===== src/rtl/flash_seq_pkg.sv =====
// Shared types and constants for the NAND operation sequencer.
// Assumes a 32-bit register word and an 8-bit flash IO bus.
package flash_seq_pkg;
    localparam int REG_W     = 32;
    localparam int IO_W      = 8;
    localparam int NADDR     = 5;
    localparam int CNT_W     = 12;

    // register word indices
    localparam logic [2:0] RI_CTRL = 3'd0;
    localparam logic [2:0] RI_CFG  = 3'd1;
    localparam logic [2:0] RI_COL  = 3'd2;
    localparam logic [2:0] RI_ROW  = 3'd3;
    localparam logic [2:0] RI_STAT = 3'd4;

    // control word bit positions (decoded by the engine)
    localparam int CB_GO     = 31;
    localparam int CB_IE     = 30;
    localparam int CB_AMSK   = 24;
    localparam int CB_CMD    = 16;
    localparam int CB_WAIT   = 15;
    localparam int CB_WR     = 14;
    localparam int CB_RD     = 13;
    localparam int CFG_EN    = 27;

    typedef enum logic [2:0] {
        ST_IDLE, ST_CMD, ST_ADDR, ST_WAIT, ST_DATA
    } seq_state_t;
endpackage


===== src/rtl/flash_seq_regs.sv =====
// Register bank: control, configuration, column/row address, status.
// Assumes single-cycle writes; reads are combinational from the index.
// The control word is frozen while an operation runs.
module flash_seq_regs
    import flash_seq_pkg::*;
(
    input  logic                    clk,
    input  logic                    rst_n,
    input  logic                    reg_we,
    input  logic [2:0]              reg_addr,
    input  logic [REG_W-1:0]        reg_wdata,
    output logic [REG_W-1:0]        reg_rdata,
    input  logic                    busy,
    input  logic                    op_done,
    output logic                    start,
    output logic [REG_W-1:0]        ctrl_q,
    output logic                    cfg_en,
    output logic [NADDR-1:0][IO_W-1:0] addr_bytes,
    output logic                    irq
);
    logic [REG_W-1:0] cfg_q;
    logic [2*IO_W-1:0] col_q;
    logic [3*IO_W-1:0] row_q;
    logic irq_q;

    assign cfg_en = cfg_q[CFG_EN];
    assign start  = reg_we && (reg_addr == RI_CTRL) && reg_wdata[CB_GO] && cfg_en && !busy;
    assign irq    = irq_q;

    // Address bytes in send order: column bytes first, then row bytes.
    for (genvar g = 0; g < NADDR; g++) begin : g_abyte
        if (g < 2) begin : g_col
            assign addr_bytes[g] = col_q[g*IO_W +: IO_W];
        end else begin : g_row
            assign addr_bytes[g] = row_q[(g-2)*IO_W +: IO_W];
        end
    end

    // Register writes; control is ignored while busy.
    always_ff @(posedge clk) begin
        if (!rst_n) begin
            ctrl_q <= '0;
            cfg_q  <= '0;
            col_q  <= '0;
            row_q  <= '0;
        end else if (reg_we) begin
            case (reg_addr)
                RI_CTRL: if (!busy) ctrl_q <= reg_wdata;
                RI_CFG:  cfg_q <= reg_wdata;
                RI_COL:  col_q <= reg_wdata[2*IO_W-1:0];
                RI_ROW:  row_q <= reg_wdata[3*IO_W-1:0];
                default: ;
            endcase
        end
    end

    // Sticky completion flag: set wins over write-one-to-clear.
    always_ff @(posedge clk) begin
        if (!rst_n)
            irq_q <= 1'b0;
        else if (op_done && ctrl_q[CB_IE])
            irq_q <= 1'b1;
        else if (reg_we && reg_addr == RI_STAT && reg_wdata[0])
            irq_q <= 1'b0;
    end

    // Read mux; control bit 31 reports busy.
    always_comb begin
        case (reg_addr)
            RI_CTRL: reg_rdata = {busy, ctrl_q[REG_W-2:0]};
            RI_CFG:  reg_rdata = cfg_q;
            RI_COL:  reg_rdata = {{(REG_W-2*IO_W){1'b0}}, col_q};
            RI_ROW:  reg_rdata = {{(REG_W-3*IO_W){1'b0}}, row_q};
            RI_STAT: reg_rdata = {{(REG_W-1){1'b0}}, irq_q};
            default: reg_rdata = '0;
        endcase
    end

    assert_irq_sticky_R10: assert property (@(posedge clk) disable iff (!rst_n)
        (irq_q && !(reg_we && reg_addr == RI_STAT && reg_wdata[0])) |=> irq_q);
    assert_irq_needs_done_R10: assert property (@(posedge clk) disable iff (!rst_n)
        $rose(irq_q) |-> $past(op_done));
    assert_busy_freezes_ctrl_R9: assert property (@(posedge clk) disable iff (!rst_n)
        (busy && $past(busy)) |-> $stable(ctrl_q));
endmodule


===== src/rtl/flash_seq_engine.sv =====
// Operation engine: command, enabled address bytes, optional ready wait,
// optional counted data phase. Each strobe is low STROBE_LO cycles then
// high STROBE_HI cycles. Assumes the ready input is synchronous to clk.
module flash_seq_engine
    import flash_seq_pkg::*;
#(
    parameter int STROBE_LO = 2,
    parameter int STROBE_HI = 2
) (
    input  logic                    clk,
    input  logic                    rst_n,
    input  logic                    start,
    input  logic                    cfg_en,
    input  logic [REG_W-1:0]        ctrl,
    input  logic [NADDR-1:0][IO_W-1:0] addr_bytes,
    output logic                    busy,
    output logic                    op_done,
    output logic [IO_W-1:0]         io_out,
    output logic                    io_oe,
    input  logic [IO_W-1:0]         io_in,
    output logic                    cmd_latch,
    output logic                    addr_latch,
    output logic                    wr_n,
    output logic                    rd_n,
    output logic                    sel_n,
    input  logic                    ready,
    output logic [IO_W-1:0]         rx_data,
    output logic                    rx_valid,
    input  logic [IO_W-1:0]         tx_data,
    output logic                    tx_take
);
    localparam int TMAX = (STROBE_LO > STROBE_HI) ? STROBE_LO : STROBE_HI;
    localparam int TW   = $clog2(TMAX + 1);

    seq_state_t      state;
    logic            ph_hi;
    logic [TW-1:0]   tcnt;
    logic [2:0]      aidx;
    logic [CNT_W-1:0] remain;
    logic [IO_W-1:0] wbyte;

    logic [NADDR-1:0] amask;
    logic [CNT_W-1:0] count;
    logic do_wr, do_rd, do_wait, data_go, strobing, lo_end, item_end;
    logic [3:0] na;
    seq_state_t after_addr;

    // Lowest enabled address byte at or above 'from'; {found, index}.
    function automatic logic [3:0] next_addr(input logic [NADDR-1:0] m, input logic [2:0] from);
        logic [3:0] r;
        r = 4'b0;
        for (int i = NADDR - 1; i >= 0; i--)
            if (m[i] && i >= int'(from)) r = {1'b1, 3'(i)};
        return r;
    endfunction

    assign amask    = ctrl[CB_AMSK +: NADDR];
    assign count    = ctrl[CNT_W-1:0];
    assign do_wr    = ctrl[CB_WR];
    assign do_rd    = ctrl[CB_RD];
    assign do_wait  = ctrl[CB_WAIT];
    assign data_go  = (do_rd ^ do_wr) && (count != '0);
    assign strobing = (state == ST_CMD) || (state == ST_ADDR) || (state == ST_DATA);
    assign lo_end   = strobing && !ph_hi && (tcnt == TW'(STROBE_LO - 1));
    assign item_end = strobing && ph_hi && (tcnt == TW'(STROBE_HI - 1));
    assign busy     = (state != ST_IDLE);

    // Pick the next address byte and the phase after the address bytes.
    always_comb begin
        na = next_addr(amask, (state == ST_CMD) ? 3'd0 : aidx + 3'd1);
        if (do_wait)      after_addr = ST_WAIT;
        else if (data_go) after_addr = ST_DATA;
        else              after_addr = ST_IDLE;
    end

    // Sequence state, strobe timer and byte counter.
    always_ff @(posedge clk) begin
        if (!rst_n) begin
            state <= ST_IDLE; ph_hi <= 1'b0; tcnt <= '0;
            aidx <= '0; remain <= '0; op_done <= 1'b0;
        end else begin
            op_done <= 1'b0;
            if (!cfg_en) begin
                state <= ST_IDLE; ph_hi <= 1'b0; tcnt <= '0;
            end else begin
                if (lo_end)        begin ph_hi <= 1'b1; tcnt <= '0; end
                else if (item_end) begin ph_hi <= 1'b0; tcnt <= '0; end
                else if (strobing) tcnt <= tcnt + TW'(1);
                else               begin ph_hi <= 1'b0; tcnt <= '0; end
                case (state)
                    ST_IDLE: if (start) state <= ST_CMD;
                    ST_CMD, ST_ADDR: if (item_end) begin
                        if (na[3]) begin
                            state <= ST_ADDR; aidx <= na[2:0];
                        end else begin
                            state <= after_addr;
                            remain <= count;
                            if (after_addr == ST_IDLE) op_done <= 1'b1;
                        end
                    end
                    ST_WAIT: if (ready) begin
                        remain <= count;
                        if (data_go) state <= ST_DATA;
                        else begin state <= ST_IDLE; op_done <= 1'b1; end
                    end
                    ST_DATA: if (item_end) begin
                        remain <= remain - CNT_W'(1);
                        if (remain == CNT_W'(1)) begin state <= ST_IDLE; op_done <= 1'b1; end
                    end
                    default: state <= ST_IDLE;
                endcase
            end
        end
    end

    // Write byte holding register and read byte capture on rising read strobe.
    always_ff @(posedge clk) begin
        if (!rst_n) begin
            wbyte <= '0; rx_data <= '0; rx_valid <= 1'b0;
        end else begin
            if (tx_take) wbyte <= tx_data;
            rx_valid <= lo_end && (state == ST_DATA) && do_rd;
            if (lo_end && (state == ST_DATA) && do_rd) rx_data <= io_in;
        end
    end

    // Flash pin decode from the sequence state.
    always_comb begin
        sel_n      = (state == ST_IDLE);
        cmd_latch  = (state == ST_CMD);
        addr_latch = (state == ST_ADDR);
        io_oe      = (state == ST_CMD) || (state == ST_ADDR) || (state == ST_DATA && do_wr);
        wr_n       = !(strobing && !ph_hi && io_oe);
        rd_n       = !(strobing && !ph_hi && state == ST_DATA && do_rd);
        tx_take    = (state == ST_DATA) && do_wr && !ph_hi && (tcnt == '0);
        case (state)
            ST_CMD:  io_out = ctrl[CB_CMD +: IO_W];
            ST_ADDR: io_out = addr_bytes[aidx];
            ST_DATA: io_out = tx_take ? tx_data : wbyte;
            default: io_out = '0;
        endcase
    end

    assert_latch_exclusive_R3: assert property (@(posedge clk) disable iff (!rst_n)
        !(cmd_latch && addr_latch));
    assert_strobe_needs_select_R3: assert property (@(posedge clk) disable iff (!rst_n)
        (!wr_n || !rd_n) |-> !sel_n);
    assert_disable_idles_R11: assert property (@(posedge clk) disable iff (!rst_n)
        !cfg_en |=> sel_n);
    assert_wait_holds_R5: assert property (@(posedge clk) disable iff (!rst_n)
        (state == ST_WAIT && !ready && cfg_en) |=> (state == ST_WAIT));
    assert_rx_after_rise_R6: assert property (@(posedge clk) disable iff (!rst_n)
        rx_valid |-> $rose(rd_n));
endmodule


===== src/rtl/flash_op_sequencer.sv =====
// Top level: register bank plus operation engine.
// Assumes the flash ready/busy line is already synchronous to clk.
module flash_op_sequencer
    import flash_seq_pkg::*;
#(
    parameter int STROBE_LO = 2,
    parameter int STROBE_HI = 2
) (
    input  logic              clk,
    input  logic              rst_n,
    input  logic              reg_we,
    input  logic [2:0]        reg_addr,
    input  logic [31:0]       reg_wdata,
    output logic [31:0]       reg_rdata,
    output logic              irq,
    output logic [7:0]        fl_io_out,
    output logic              fl_io_oe,
    input  logic [7:0]        fl_io_in,
    output logic              fl_cmd_latch,
    output logic              fl_addr_latch,
    output logic              fl_wr_n,
    output logic              fl_rd_n,
    output logic              fl_sel_n,
    input  logic              fl_ready,
    output logic [7:0]        rx_data,
    output logic              rx_valid,
    input  logic [7:0]        tx_data,
    output logic              tx_take
);
    logic busy, op_done, start, cfg_en;
    logic [REG_W-1:0] ctrl_q;
    logic [NADDR-1:0][IO_W-1:0] addr_bytes;

    flash_seq_regs u_regs (
        .clk, .rst_n, .reg_we, .reg_addr, .reg_wdata, .reg_rdata,
        .busy, .op_done, .start, .ctrl_q, .cfg_en, .addr_bytes, .irq
    );

    flash_seq_engine #(.STROBE_LO(STROBE_LO), .STROBE_HI(STROBE_HI)) u_engine (
        .clk, .rst_n, .start, .cfg_en, .ctrl(ctrl_q), .addr_bytes,
        .busy, .op_done,
        .io_out(fl_io_out), .io_oe(fl_io_oe), .io_in(fl_io_in),
        .cmd_latch(fl_cmd_latch), .addr_latch(fl_addr_latch),
        .wr_n(fl_wr_n), .rd_n(fl_rd_n), .sel_n(fl_sel_n), .ready(fl_ready),
        .rx_data, .rx_valid, .tx_data, .tx_take
    );
endmodule


===== config.mk =====
export PLATFORM = sky130hd
export DESIGN_NAME = flash_op_sequencer
export DESIGN_NICKNAME = d
export VERILOG_FILES = /design/src/rtl/flash_seq_pkg.sv /design/src/rtl/flash_seq_regs.sv /design/src/rtl/flash_seq_engine.sv /design/src/rtl/flash_op_sequencer.sv
export SDC_FILE = /design/constraint.sdc
export NUM_CORES = 1
export LEC_CHECK = 0
export BUFFER_PORTS_ARGS = -buffer_cell sky130_fd_sc_hd__buf_2
export CELL_PAD_IN_SITES_DETAIL_PLACEMENT = 1
export CELL_PAD_IN_SITES_GLOBAL_PLACEMENT = 2
export CORE_AREA = 2 2 177 179
export DETAILED_ROUTE_END_ITERATION = 8
export DIE_AREA = 0 0 179 181
export GPL_ROUTABILITY_DRIVEN = 0
export PLACE_DENSITY = 0.57
export SETUP_SLACK_MARGIN = 0.15
export SLEW_MARGIN = 20
export SYNTH_ARGS = -nofsm -noshare
export SYNTH_HDL_FRONTEND = slang
export SYNTH_HIERARCHICAL = 1
export SYNTH_SLANG_ARGS = --single-unit

===== constraint.sdc =====
create_clock -name clk -period 3.9 [get_ports clk]
set_clock_uncertainty 0.05 [all_clocks]
set_input_delay 0.195 -clock clk [delete_from_list [all_inputs] [get_ports clk]]
set_output_delay 0.195 -clock clk [all_outputs]
set_load 0.02 [all_outputs]

; Yosys cells after proc, flatten, opt, wreduce, memory -nomap -nowiden
; Index checks and enable logic that the tools add are counted.
[totals]
reg_bits = 143
latch_bits = 0
mem_bits_rw = 0
romBits = 0
out_inout_bits = 57
word_cells = 133
n_memories = 0
[op_classes]
addsub = 3
mul = 0
div = 0
n_lt_le_gt_ge = 6
n_eq_ne = 17
shift = 0
muxes = 38
n_bitwise = 5
reduce_logical = 50
[ops]
columns = cell, count
row1 = case mux 32 bit (5 select lines), 1
row2 = 2-to-1 mux 12 bit, 4
row3 = case mux 12 bit (3 select lines), 1
row4 = 2-to-1 mux 3 bit, 9
row5 = logical AND 1 bit, 25
row6 = binary-select mux 8 bit (select 3 bit), 1
row7 = case mux 8 bit (3 select lines), 1
row8 = 2-to-1 mux 4 bit, 5
row9 = 2-to-1 mux 8 bit, 2
row10 = "equality test 12 x 1 -> 1 bit, second input constant", 1
row11 = "equality test 3 x 2 -> 1 bit, second input constant", 4
row12 = 2-to-1 mux 1 bit, 12
row13 = case mux 3 bit (4 select lines), 1
row14 = nonzero test 12 bit, 1
row15 = "subtractor 12 x 1 -> 12 bit, second input constant", 1
row16 = logical NOT 3 bit, 3
row17 = "inequality test 2 x 1 -> 1 bit, second input constant", 4
row18 = AND reduction 2 bit, 4
row19 = "equality test 3 x 1 -> 1 bit, second input constant", 2
row20 = "equality test 3 bit, second input constant", 2
row21 = "greater-or-equal comparator 1 x 3 -> 1 bit, first input constant", 2
row22 = "greater-or-equal comparator 2 x 3 -> 1 bit, first input constant", 2
row23 = AND reduction 6 bit, 1
row24 = nonzero test 3 bit, 2
row25 = other kinds (19), 28

; Logic depth before layout (Yosys ltp)
; Gate-level depths: netlist of run 1.
[logic_depth]
depth_word = 12
depth_mapped = 11
ltp_nobuf = 9

; By module
; The synthesis of run 1 kept the hierarchy.
[modules_own_cells]
columns = mod, n_inst, cells_each, area_each_um2
row1 = flash_seq_regs, 1, 563, 4997.3
row2 = flash_seq_engine, 1, 305, 2552.4

; Worst setup path after synthesis of run 1
; No wires, ideal clock.
[synth_path]
path_type = register -> register
start = reg u_engine.state[1]
end = reg u_engine.state[0]
setup_time_ns = 0.086
arrival_ns = 2.125
required_ns = 3.764
path_slack_ns = 1.640
stages_incl_launch_ff = 12
n_path_buf = 2
synth_period_minus_slack_ns = 2.260
cell_sequence = dfxtp_1 > buf_6 > or3_1 > and4bb_2 > buf_4 > and3_1 > or3_1 > o21ai_0 > a21oi_1 > o21ai_0 > nor3_1 > a211oi_1
[synth_rtl]
columns = item, line_no
row1 = from (decl), flash_seq_engine.sv:35  ; seq_state_t state;
row2 = from (signal assigned), flash_seq_engine.sv:96  ; state <= after_addr;
row3 = nonzero test 3 bit, flash_seq_engine.sv:66  ; assign busy = (state != ST_IDLE);
row4 = via busy, flash_op_sequencer.sv:30  ; logic busy, op_done, start, cfg_en;
row5 = logical NOT 1 bit, flash_seq_regs.sv:27  ; assign start = reg_we && (reg_addr == RI_CTRL) && reg_wdata[CB_GO] && cfg_en && !busy;
row6 = logical AND 1 bit, flash_seq_regs.sv:27
row7 = via start, flash_op_sequencer.sv:30
row8 = inequality test 2 x 1 -> 1 bit (no line), --
row9 = AND reduction 5 bit (no line), --
; The timed path passes the listed nets, and every way through them passes these cells. The select of a mux whose other input is x is not followed.
; A chain may end at the register's enable or synchronous reset.

; Worst setup path after layout of run 1
[layout_path]
start = reg u_engine.state[1]
end = out fl_io_out[7]
[layout_via]
elab_chain_len = 6
[layout_lines]
columns = item, line_no
row1 = equality test 3 bit, "flash_seq_engine.sv:135, flash_seq_engine.sv:136"
row2 = logical AND 1 bit (3 in series), flash_seq_engine.sv:135  ; tx_take = (state == ST_DATA) && do_wr && !ph_hi && (tcnt == '0);
row3 = 2-to-1 mux 8 bit, flash_seq_engine.sv:139  ; ST_DATA: io_out = tx_take ? tx_data : wbyte;
row4 = case mux 8 bit (3 select lines) (*), flash_seq_engine.sv:136  ; case (state)
row5 = to (decl), flash_op_sequencer.sv:16  ; output logic [7:0] fl_io_out,
; Mark *: on every way between the ends. The rest lies on a longest branch, timed or not.

==> results of run 1 <==
-- routing by layer --
layer	vias to the layer above	wire length, um	track usage (%)
li1	3256	-	-
met1	3254	13800	24.5
met2	118	12800	28.5
met3	12	822	2.67
met4	0	150	3.22
met5	-	0	0
-- path summary, 6_finish.rpt --
kind                             end  slack [ns]  cells past startpoint
setup / recovery        fl_io_out[7]        0.88                      7
hold / removal       u_regs/col_q[5]        0.03                      3
setup reg to reg  u_engine/remain[0]        1.03                      8
hold reg to reg     u_regs/cfg_q[17]        0.41                      2
-- where the power goes --
group          internal (W)  leakage, nW  total [W]  switching [W]
Sequential          0.00148         1.16    0.00150      0.0000218
Combinational      0.000112         2.24   0.000261       0.000149
Clock              0.000873        0.276    0.00160       0.000732
-- layout by cell type, fill, tap and decap left out, types with 9 or more instances in the layout --
cell,n
sky130_fd_sc_hd__nor2b_1,15
sky130_fd_sc_hd__a21boi_0,50
sky130_fd_sc_hd__dfxtp_1,143
sky130_fd_sc_hd__dlygate4sd3_1,42
sky130_fd_sc_hd__buf_2,110
sky130_fd_sc_hd__a21o_1,11
sky130_fd_sc_hd__mux4_2,13
sky130_fd_sc_hd__clkbuf_16,17
sky130_fd_sc_hd__o22ai_1,10
sky130_fd_sc_hd__nor2_1,49
sky130_fd_sc_hd__buf_4,16
sky130_fd_sc_hd__nor3_1,13
sky130_fd_sc_hd__mux4_1,10
sky130_fd_sc_hd__inv_1,12
sky130_fd_sc_hd__o21ai_0,14
sky130_fd_sc_hd__a21boi_1,22
sky130_fd_sc_hd__o311ai_0,9
sky130_fd_sc_hd__a22oi_1,10
sky130_fd_sc_hd__mux2i_1,64
sky130_fd_sc_hd__a21oi_1,25
sky130_fd_sc_hd__nand2_1,226
-- state kept, by name, indices dropped and copies added (netlist names), 2 cells and up --
register	count
u_regs/row_q	24
u_engine/wbyte	8
u_engine/aidx	3
u_engine/tcnt	2
u_regs/ctrl_q	31
u_engine/state	3
u_engine/remain	12
u_regs/col_q	16
u_engine/rx_data	8
u_regs/cfg_q	32
-- tightest hold or removal path: stages --
cell and delay (ns):
sky130_fd_sc_hd__buf_2 0.14, sky130_fd_sc_hd__nand2_1 0.06, sky130_fd_sc_hd__a21boi_1 0.05
-- repair_timing --
action,CTS,global route
hold buffers,42,0
gates resized for setup,0,0
endpoints found under the hold margin,93,0
-- per-stage QoR --
stage	total power, W	setup WS [ns]	instances	util, %
final	0.00337	0.876	1392	30.6
after global routing	0.00352	0.585	1392	30.6
after CTS	0.00343	0.813	1392	30.6
after detailed placement	0.00177	1.01	1318	27.3
after global placement	0.00177	1.05	1318	27.3
after floorplan	0.00167	1.64	864	-
-- cell type report --
| cell class | count | area [um2] |
|---|---|---|
| fill | 3575 | 21100 |
| multi-input combinational | 639 | 4200 |
| sequential | 143 | 2860 |
| timing repair buffer | 168 | 1090 |
| tap | 396 | 495 |
| clock buffer | 19 | 453 |
| clock inverter | 13 | 116 |
| inverter | 14 | 52.6 |
==> reports/summary.md, run 1 <==
### Clock tree
- **clock slew at the register clock pins of the worst setup and hold paths** 0.06 ns
- **insertion delay to the later sink of the worst-skew pair** 0.43 ns
- **Clk Tree Root Cell** sky130_fd_sc_hd__clkbuf_16
- **clock sink total** 143
- **number of buffers added by the clock tree synthesis step** 17
- **buffer count from post-CTS setup fixing** 0
- **CTS H-tree lvls** 4
- **Longest Clk Path Bufs** 2
- **TritonCTS clock tree** built

### Critical path
- **arrival time reported for the critical path endpoint** 2.78 ns
- **cell family with the largest share of critical-path delay** simple AND/OR/NAND/NOR gates
- **start of the worst register-to-register path** u_engine/aidx[1]
- **count of buffer and inverter cells on the critical path** 2
- **required time of the critical path** 3.65 ns
- **largest fanout on the critical path** 12
- **first element of the critical path** u_engine/state[1]
- **slowest cell on the critical path** sky130_fd_sc_hd__nand4b_1
- **category of the worst setup path launch point** flop
- **Critical Path End Type** output port
- **Worst Path Class, Setup** reg2out
- **delay of the slowest cell on the worst path** 0.56 ns
- **cell breakdown of the critical path** nor3b_2 -> buf_4 -> nand4b_1 -> mux2i_1 -> o22ai_1 -> a21o_1 -> buf_2

### Die
- **I/O pin cnt** 112
- **floorplan die height** 181 um
- **core box area** 0.0303 mm2
- **Die Span X** 179 um
- **initial cell density of the core** 24.8%
- **area of the die** 0.0324 mm2
- **Row Count** 64

### STA
- **post-layout minimum cycle time** 3.02 ns
- **timing-limited maximum frequency** 0.331 GHz
- **number of hold violations in the final report** 0
- **Hold Slack** 0.0291 ns
- **unrepaired setup endpoints after global routing** no
- **worst-margin pin slew** 0.992 ns
- **final worst path period share** 77.5%
- **Setup Total Neg Slack** 0 ns
- **Final Max Tran Viols** 0
- **Finish-stage setup viols** 0
- **remaining max-slew budget at the tightest pin** 33.5%

### Placed design
- **HPWL Detailed** 19000 um
- **port buffer count** 111
- **area after detailed placement** 0.00829 mm2

### Cells and area
- **final std cell area, no fill** 0.00928 mm2
- **net count reported at finish** 1043
- **Ant. Diodes** 0
- **layout-stage area growth over the synthesis result** 23.5%
- **share of post-route cells with drive strength above 1** 19.1%

### Drt
- **via total after detailed routing** 6640
- **iteration count of the initial detailed-routing pass** 4
- **detailed-route wire length** 27700 um
- **vias per inst** 4.77
- **Remaining DRCs** 0
- **post-DR wirelength/cell** 19.9 um
- **number of nets still failing antenna checks after routing** 0
- **number of DRC violations after detailed-routing iteration 0** 327

### Synth
- **number of synthesis warnings** 6
- **area of the mapped netlist** 0.00751 mm2
- **post-synthesis area per instance** 8.69 um2
- **Post-Syn Instances** 864
- **synthesized net count** 924

### Flow run
- **count of max-cap constraint violations** 0

### Global routing
- **number of antenna violations at the first check in global routing** 0
- **GRT overflow** 0
- **pin count of the biggest net entering global routing** 67
- **Total GRT Usage** 17.5%
- **first-pass GRT wire length** 42800 um
- **via count of the first global-routing pass** 6789

### Pwr
- **IR drop worst, VDD** 0.000260 V
- **Leakage** 3.67 nW
- **Cell Pwr Density** 363 mW/mm2

### Min path
- **hold path startpoint** reg_wdata[5]
- **Tightest Hold Check Type** in2reg

### Outcome
- **result of the run** finished clean

Power figures use the tool's default switching activity.
==> run 2: changes to the inputs <==
- clock period: 3.9 -> 3.15 ns (I/O delays scaled with it)
==> run 2 against run 1 <==
Compared with the run above: worst hold slack gained 0.091 ns; combinational power increased by 28%; critical path depth unchanged; clock-buffer cell count unchanged; worst setup slack worse by 0.47 ns; design area grew 1.6%; routed wire length increased by 0.70%; global-route usage up 0.13 points; core utilization increased by 0.49 points; non-clock buffer count up 12; register-to-register slack got worse by 0.43 ns; clock power up 31%; largest power group unchanged; highest routed layer unchanged.
==> reports/summary.md, run 2 (synthesis gave the netlist of run 1 again) <==
### Outcome
- **result of the run** finished clean

### STA
- **unrepaired setup endpoints after global routing** no
- **worst-margin pin slew** 0.897 ns, -0.0946 ns
- **Final Max Tran Viols** 0, unchanged
- **post-route worst setup slack** 0.408 ns, -0.468 ns
- **Finish-stage setup viols** 0, unchanged
- **post-layout minimum cycle time** 2.74 ns
- **remaining max-slew budget at the tightest pin** 40.2%, +6.7 points
- **final worst path period share** 87.1%
- **number of hold violations in the final report** 0, unchanged
- **Setup Total Neg Slack** 0 ns, unchanged
- **timing-limited maximum frequency** 0.365 GHz

### Min path
- **Tightest Hold Check Type** in2reg

### Drt
- **number of DRC violations after detailed-routing iteration 0** 298, -8.9%
- **iteration count of the initial detailed-routing pass** 4, unchanged
- **detailed-route wire length** 27900 um, +0.70%
- **post-DR wirelength/cell** 19.8 um, -0.16%
- **via total after detailed routing** 6730, +1.4%
- **Remaining DRCs** 0, unchanged
- **number of nets still failing antenna checks after routing** 0, unchanged
- **vias per inst** 4.79, +0.49%

### Flow run
- **count of max-cap constraint violations** 0, unchanged

### Cells and area
- **largest registers ranked by flip-flop count** u_regs/cfg_q (32), u_regs/ctrl_q (31), u_regs/row_q (24)
- **net count reported at finish** 1055, +1.2%
- **Layout fillers** 3603, +0.78%
- **register bank with the most flops** u_regs/cfg_q
- **layout-stage area growth over the synthesis result** 25.4%
- **share of post-route cells with drive strength above 1** 19.2%, +0.17 points
- **Ant. Diodes** 0, unchanged
- **most common cell after layout, fill and taps aside** sky130_fd_sc_hd__nand2_1
- **commonest cells after routing, fill and taps aside** sky130_fd_sc_hd__nand2_1 (226), sky130_fd_sc_hd__dfxtp_1 (143), sky130_fd_sc_hd__buf_2 (110)
- **max reg flops** 32, unchanged

### Pwr
- **IR drop worst, VDD** 0.000320 V, +23%
- **Leakage** 3.72 nW, +1.5%
- **Cell Pwr Density** 454 mW/mm2, +25%

### Die
- **Row Count** 64, unchanged
- **area of the die** 0.0324 mm2, unchanged
- **I/O pin cnt** 112, unchanged
- **floorplan die height** 181 um, unchanged
- **core box area** 0.0303 mm2, unchanged
- **initial cell density of the core** 24.8%, unchanged
- **Die Span X** 179 um, unchanged

### Global routing
- **GRT overflow** 0, unchanged
- **via count of the first global-routing pass** 7134, +5.1%
- **Total GRT Usage** 17.6%, +0.13 points
- **number of antenna violations at the first check in global routing** 0, unchanged
- **pin count of the biggest net entering global routing** 120, +79%
- **first-pass GRT wire length** 43300 um, +1.3%

### Clock tree
- **clock sink total** 143, unchanged
- **Hold-fix buffers, CTS** 48, +14%
- **clock slew at the register clock pins of the worst setup and hold paths** 0.07 ns, about the same
- **insertion delay to the later sink of the worst-skew pair** 0.43 ns, about the same
- **number of buffers added by the clock tree synthesis step** 17, unchanged
- **number of cells upsized or downsized after cts** 0, unchanged
- **Longest Clk Path Bufs** 2, unchanged
- **CTS H-tree lvls** 4, unchanged
- **TritonCTS clock tree** built
- **Clk Tree Root Cell** sky130_fd_sc_hd__clkbuf_16
- **buffer count from post-CTS setup fixing** 0, unchanged

### Placed design
- **port buffer count** 111, unchanged
- **HPWL Detailed** 18700 um, -1.7%
- **worst slack, placed** 0.657 ns, -0.349 ns

### Critical path
- **Worst Path Class, Setup** reg2out
- **arrival time reported for the critical path endpoint** 2.53 ns, -0.25 ns
- **largest fanout on the critical path** 12, unchanged
- **required time of the critical path** 2.94 ns, -0.71 ns
- **Critical Path End Type** output port
- **category of the worst setup path launch point** flop

run 2: report_power, final:
part | switching, W | internal, W
registers | 0.0000255 | 0.00184
clock network | 0.000902 | 0.00119
logic | 0.000186 | 0.000148
run 2: path summary, 6_finish.rpt:
path / cells past startpoint / slack (ns) / endpoint / start
min reg2reg: 2 / 0.40 / u_regs/cfg_q[2] / u_regs/cfg_q[2]
max reg2reg: 7 / 0.60 / u_engine/remain[2] / u_engine/state[0]
min: 3 / 0.12 / u_regs/ctrl_q[30] / rst_n
max: 7 / 0.41 / fl_io_out[3] / u_engine/state[1]
run 2: stage by stage:
step / instances / power (W) / area, um2 / util [%] / hold WS [ns]
after floorplan: 864 / 0.00207 / 7510 / - / 0.242
after global placement: 1324 / 0.00220 / 8360 / 27.5 / 0.347
after detailed placement: 1324 / 0.00220 / 8360 / 27.5 / 0.350
after CTS: 1404 / 0.00437 / 9420 / 31.1 / 0.117
after global routing: 1404 / 0.00446 / 9420 / 31.1 / 0.135
final: 1404 / 0.00428 / 9420 / 31.1 / 0.120
run 2: cell type report:
class	count	area [um2]	share of cell area, %
clock buffers	19	433	4.59
well taps	396	495	5.26
repair buffers	180	1220	13.0
multi-input cells	639	4200	44.6
clock inverters	13	155	1.65
flip-flops and latches	143	2860	30.4
inverters	14	52.6	0.558
run 2: worst max-delay path, stage by stage (launching register included):
cell                       delay [ns]
sky130_fd_sc_hd__dfxtp_1         0.45
sky130_fd_sc_hd__nor3b_2         0.47
sky130_fd_sc_hd__nand4b_1        0.16
sky130_fd_sc_hd__buf_4           0.23
sky130_fd_sc_hd__mux2i_1         0.32
sky130_fd_sc_hd__o22ai_1         0.14
sky130_fd_sc_hd__a21o_1          0.19
sky130_fd_sc_hd__buf_2           0.15
run 2: routing by layer:
metal / GRT usage [%] / wire length, um / up-vias
li1: - / - / 3269
met1: 24.7 / 14000 / 3332
met2: 28.7 / 12800 / 112
met3: 2.44 / 745 / 17
met4: 3.61 / 260 / 0
met5: 0 / 0 / -
==> run 3: changes to the inputs <==
- BUFFER_PORTS_ARGS: -buffer_cell sky130_fd_sc_hd__buf_2 -> -buffer_cell sky130_fd_sc_hd__buf_4
==> run 3 against run 2 <==
Compared with the run above: routed wire length fell by 0.17%; power rose by 3.3%; die area did not move; fmax increased by 1.2%; largest cell class unchanged; worst hold slack lost 0.093 ns.
==> reports/summary.md, run 3 (synthesis gave the netlist of run 1 again) <==
### Global routing
- **first-pass GRT wire length** 42900 um, -0.88%
- **Total GRT Usage** 17.6%, -0.055 points
- **via count of the first global-routing pass** 6908, -3.2%
- **number of antenna violations at the first check in global routing** 1, +1
- **GRT overflow** 0, unchanged
- **pin count of the biggest net entering global routing** 79, -34%

### Die
- **Row Count** 64, unchanged
- **floorplan die height** 181 um, unchanged
- **core box area** 0.0303 mm2, unchanged
- **area of the die** 0.0324 mm2, unchanged
- **I/O pin cnt** 112, unchanged
- **initial cell density of the core** 24.8%, unchanged
- **Die Span X** 179 um, unchanged

### Min path
- **Tightest Hold Check Type** in2reg
- **worst hold endpoint** u_engine/wbyte[4]
- **hold path depth** 3, unchanged
- **hold path startpoint** tx_data[4]

### Cells and area
- **max reg flops** 32, unchanged
- **final std cell area, no fill** 0.00969 mm2, +2.8%
- **most common cell after layout, fill and taps aside** sky130_fd_sc_hd__nand2_1
- **Layout fillers** 3557, -1.3%
- **commonest cells after routing, fill and taps aside** sky130_fd_sc_hd__nand2_1 (226), sky130_fd_sc_hd__dfxtp_1 (143), sky130_fd_sc_hd__buf_4 (133)
- **multi-input logic area** 0.00420 mm2, unchanged
- **Ant. Diodes** 0, unchanged
- **utilization after layout** 31.9%, +0.88 points
- **storage element area** 0.00286 mm2, unchanged
- **share of post-route cells with drive strength above 1** 19.4%, +0.16 points
- **largest registers ranked by flip-flop count** u_regs/cfg_q (32), u_regs/ctrl_q (31), u_regs/row_q (24)
- **layout-stage area growth over the synthesis result** 29.0%
- **register bank with the most flops** u_regs/cfg_q
- **net count reported at finish** 1053, -0.19%

### Clock tree
- **CTS H-tree lvls** 4, unchanged
- **Longest Clk Path Bufs** 2, unchanged
- **clock sink total** 143, unchanged
- **Clk Tree Root Cell** sky130_fd_sc_hd__clkbuf_16
- **TritonCTS clock tree** built
- **insertion delay to the later sink of the worst-skew pair** 0.42 ns, about the same
- **buffer count from post-CTS setup fixing** 0, unchanged
- **clock slew at the register clock pins of the worst setup and hold paths** 0.06 ns, about the same
- **number of buffers added by the clock tree synthesis step** 17, unchanged

### Drt
- **number of DRC violations after detailed-routing iteration 0** 321, +7.7%
- **via total after detailed routing** 6669, -0.91%
- **number of nets still failing antenna checks after routing** 0, unchanged
- **detailed-route wire length** 27800 um, -0.17%
- **vias per inst** 4.76, -0.69%
- **post-DR wirelength/cell** 19.9 um, about the same
- **iteration count of the initial detailed-routing pass** 4, unchanged
- **Remaining DRCs** 0, unchanged

### Pwr
- **Leakage** 3.78 nW, +1.6%
- **IR drop worst, VDD** 0.000343 V, +7.2%
- **Cell Pwr Density** 457 mW/mm2, +0.50%

### STA
- **post-route worst setup slack** 0.440 ns, +0.0322 ns
- **remaining max-slew budget at the tightest pin** 46.2%, +6.1 points
- **worst-margin pin slew** 0.802 ns, -0.0950 ns
- **number of hold violations in the final report** 0, unchanged
- **unrepaired setup endpoints after global routing** no
- **timing-limited maximum frequency** 0.369 GHz, +1.2%
- **post-layout minimum cycle time** 2.71 ns, -0.0322 ns
- **final worst path period share** 86.0%, -1.0 points
- **Finish-stage setup viols** 0, unchanged
- **Setup Total Neg Slack** 0 ns, unchanged
- **Final Max Tran Viols** 0, unchanged

### Critical path
- **RR Endpoint** u_engine/remain[2]
- **arrival time reported for the critical path endpoint** 2.50 ns, -0.03 ns
- **largest fanout on the critical path** 12, unchanged
- **Worst Path Class, Setup** reg2out
- **category of the worst setup path launch point** flop
- **required time of the critical path** 2.94 ns, about the same
- **worst-case reg-to-reg path depth** 6, -1
- **R2R setup slack** 0.65 ns, +0.05 ns
- **Critical Path End Type** output port
- **start of the worst register-to-register path** u_engine/state[0]

### Placed design
- **HPWL Detailed** 19000 um, +1.9%
- **port buffer count** 111, unchanged
- **area after detailed placement** 0.00861 mm2, +3.1%
- **worst slack, placed** 0.699 ns, +0.0419 ns

### Flow run
- **count of max-cap constraint violations** 0, unchanged

### Outcome
- **result of the run** finished clean

[run 3: critical path: stages, from the launching register on]
cell	delay (ns)
sky130_fd_sc_hd__dfxtp_1	0.46
sky130_fd_sc_hd__nor3b_2	0.42
sky130_fd_sc_hd__nand4b_1	0.16
sky130_fd_sc_hd__buf_4	0.22
sky130_fd_sc_hd__mux2i_1	0.32
sky130_fd_sc_hd__o22ai_1	0.17
sky130_fd_sc_hd__a21o_1	0.18
sky130_fd_sc_hd__buf_4	0.15
[run 3: worst max-delay path by stage]
| stage | endpoint | start | depth (start not counted) | slack, ns |
|---|---|---|---|---|
| 2_1_floorplan | u_engine/state[0] | u_engine/state[1] | 11 | 0.89 |
| 3_3_place_gp | u_engine/state[0] | u_engine/state[1] | 9 | 0.76 |
| 3_5_place_dp | u_engine/remain[2] | u_engine/state[0] | 6 | 0.70 |
| 4_1_cts | fl_io_out[6] | u_engine/state[2] | 7 | 0.43 |
| 5_1_grt | fl_io_out[5] | u_engine/state[1] | 7 | 0.29 |
| 6_report | fl_io_out[1] | u_engine/state[1] | 7 | 0.44 |
[run 3: cell type report]
class / instances / share of cell area [%]
clock inverter: 12 / 1.90
timing repair buffer: 178 / 15.0
sequential: 143 / 29.5
tap: 396 / 5.11
inverter: 14 / 0.542
clock buffer: 19 / 4.57
multi-input combinational: 639 / 43.4
[run 3: power breakdown]
part / switching [W] / internal [W] / leakage, nW
Sequential: 0.0000250 / 0.00184 / 1.16
Combinational: 0.000185 / 0.000165 / 2.33
Clock: 0.000862 / 0.00135 / 0.300
[run 3: timing repair]
| action | in CTS | in global routing |
|---|---|---|
| hold buffers | 45 | 0 |
| hold endpoints to repair | 115 | 0 |
| gates resized for setup | 0 | 0 |
[run 3: through the flow]
| step | cells | total power, W | hold WS (ns) |
|---|---|---|---|
| finish | 1401 | 0.00443 | 0.0267 |
| global route | 1401 | 0.00460 | 0.00575 |
| CTS | 1401 | 0.00448 | 0.00291 |
| detailed placement | 1325 | 0.00221 | 0.350 |
| global placement | 1325 | 0.00221 | 0.347 |
| floorplan | 864 | 0.00207 | 0.242 |
[run 3: per-layer routing]
layer / GRT usage, % / wire [um]
met1: 25.0 / 14000
met2: 28.4 / 13000
met3: 2.27 / 672
met4: 3.51 / 176
met5: 0 / 0
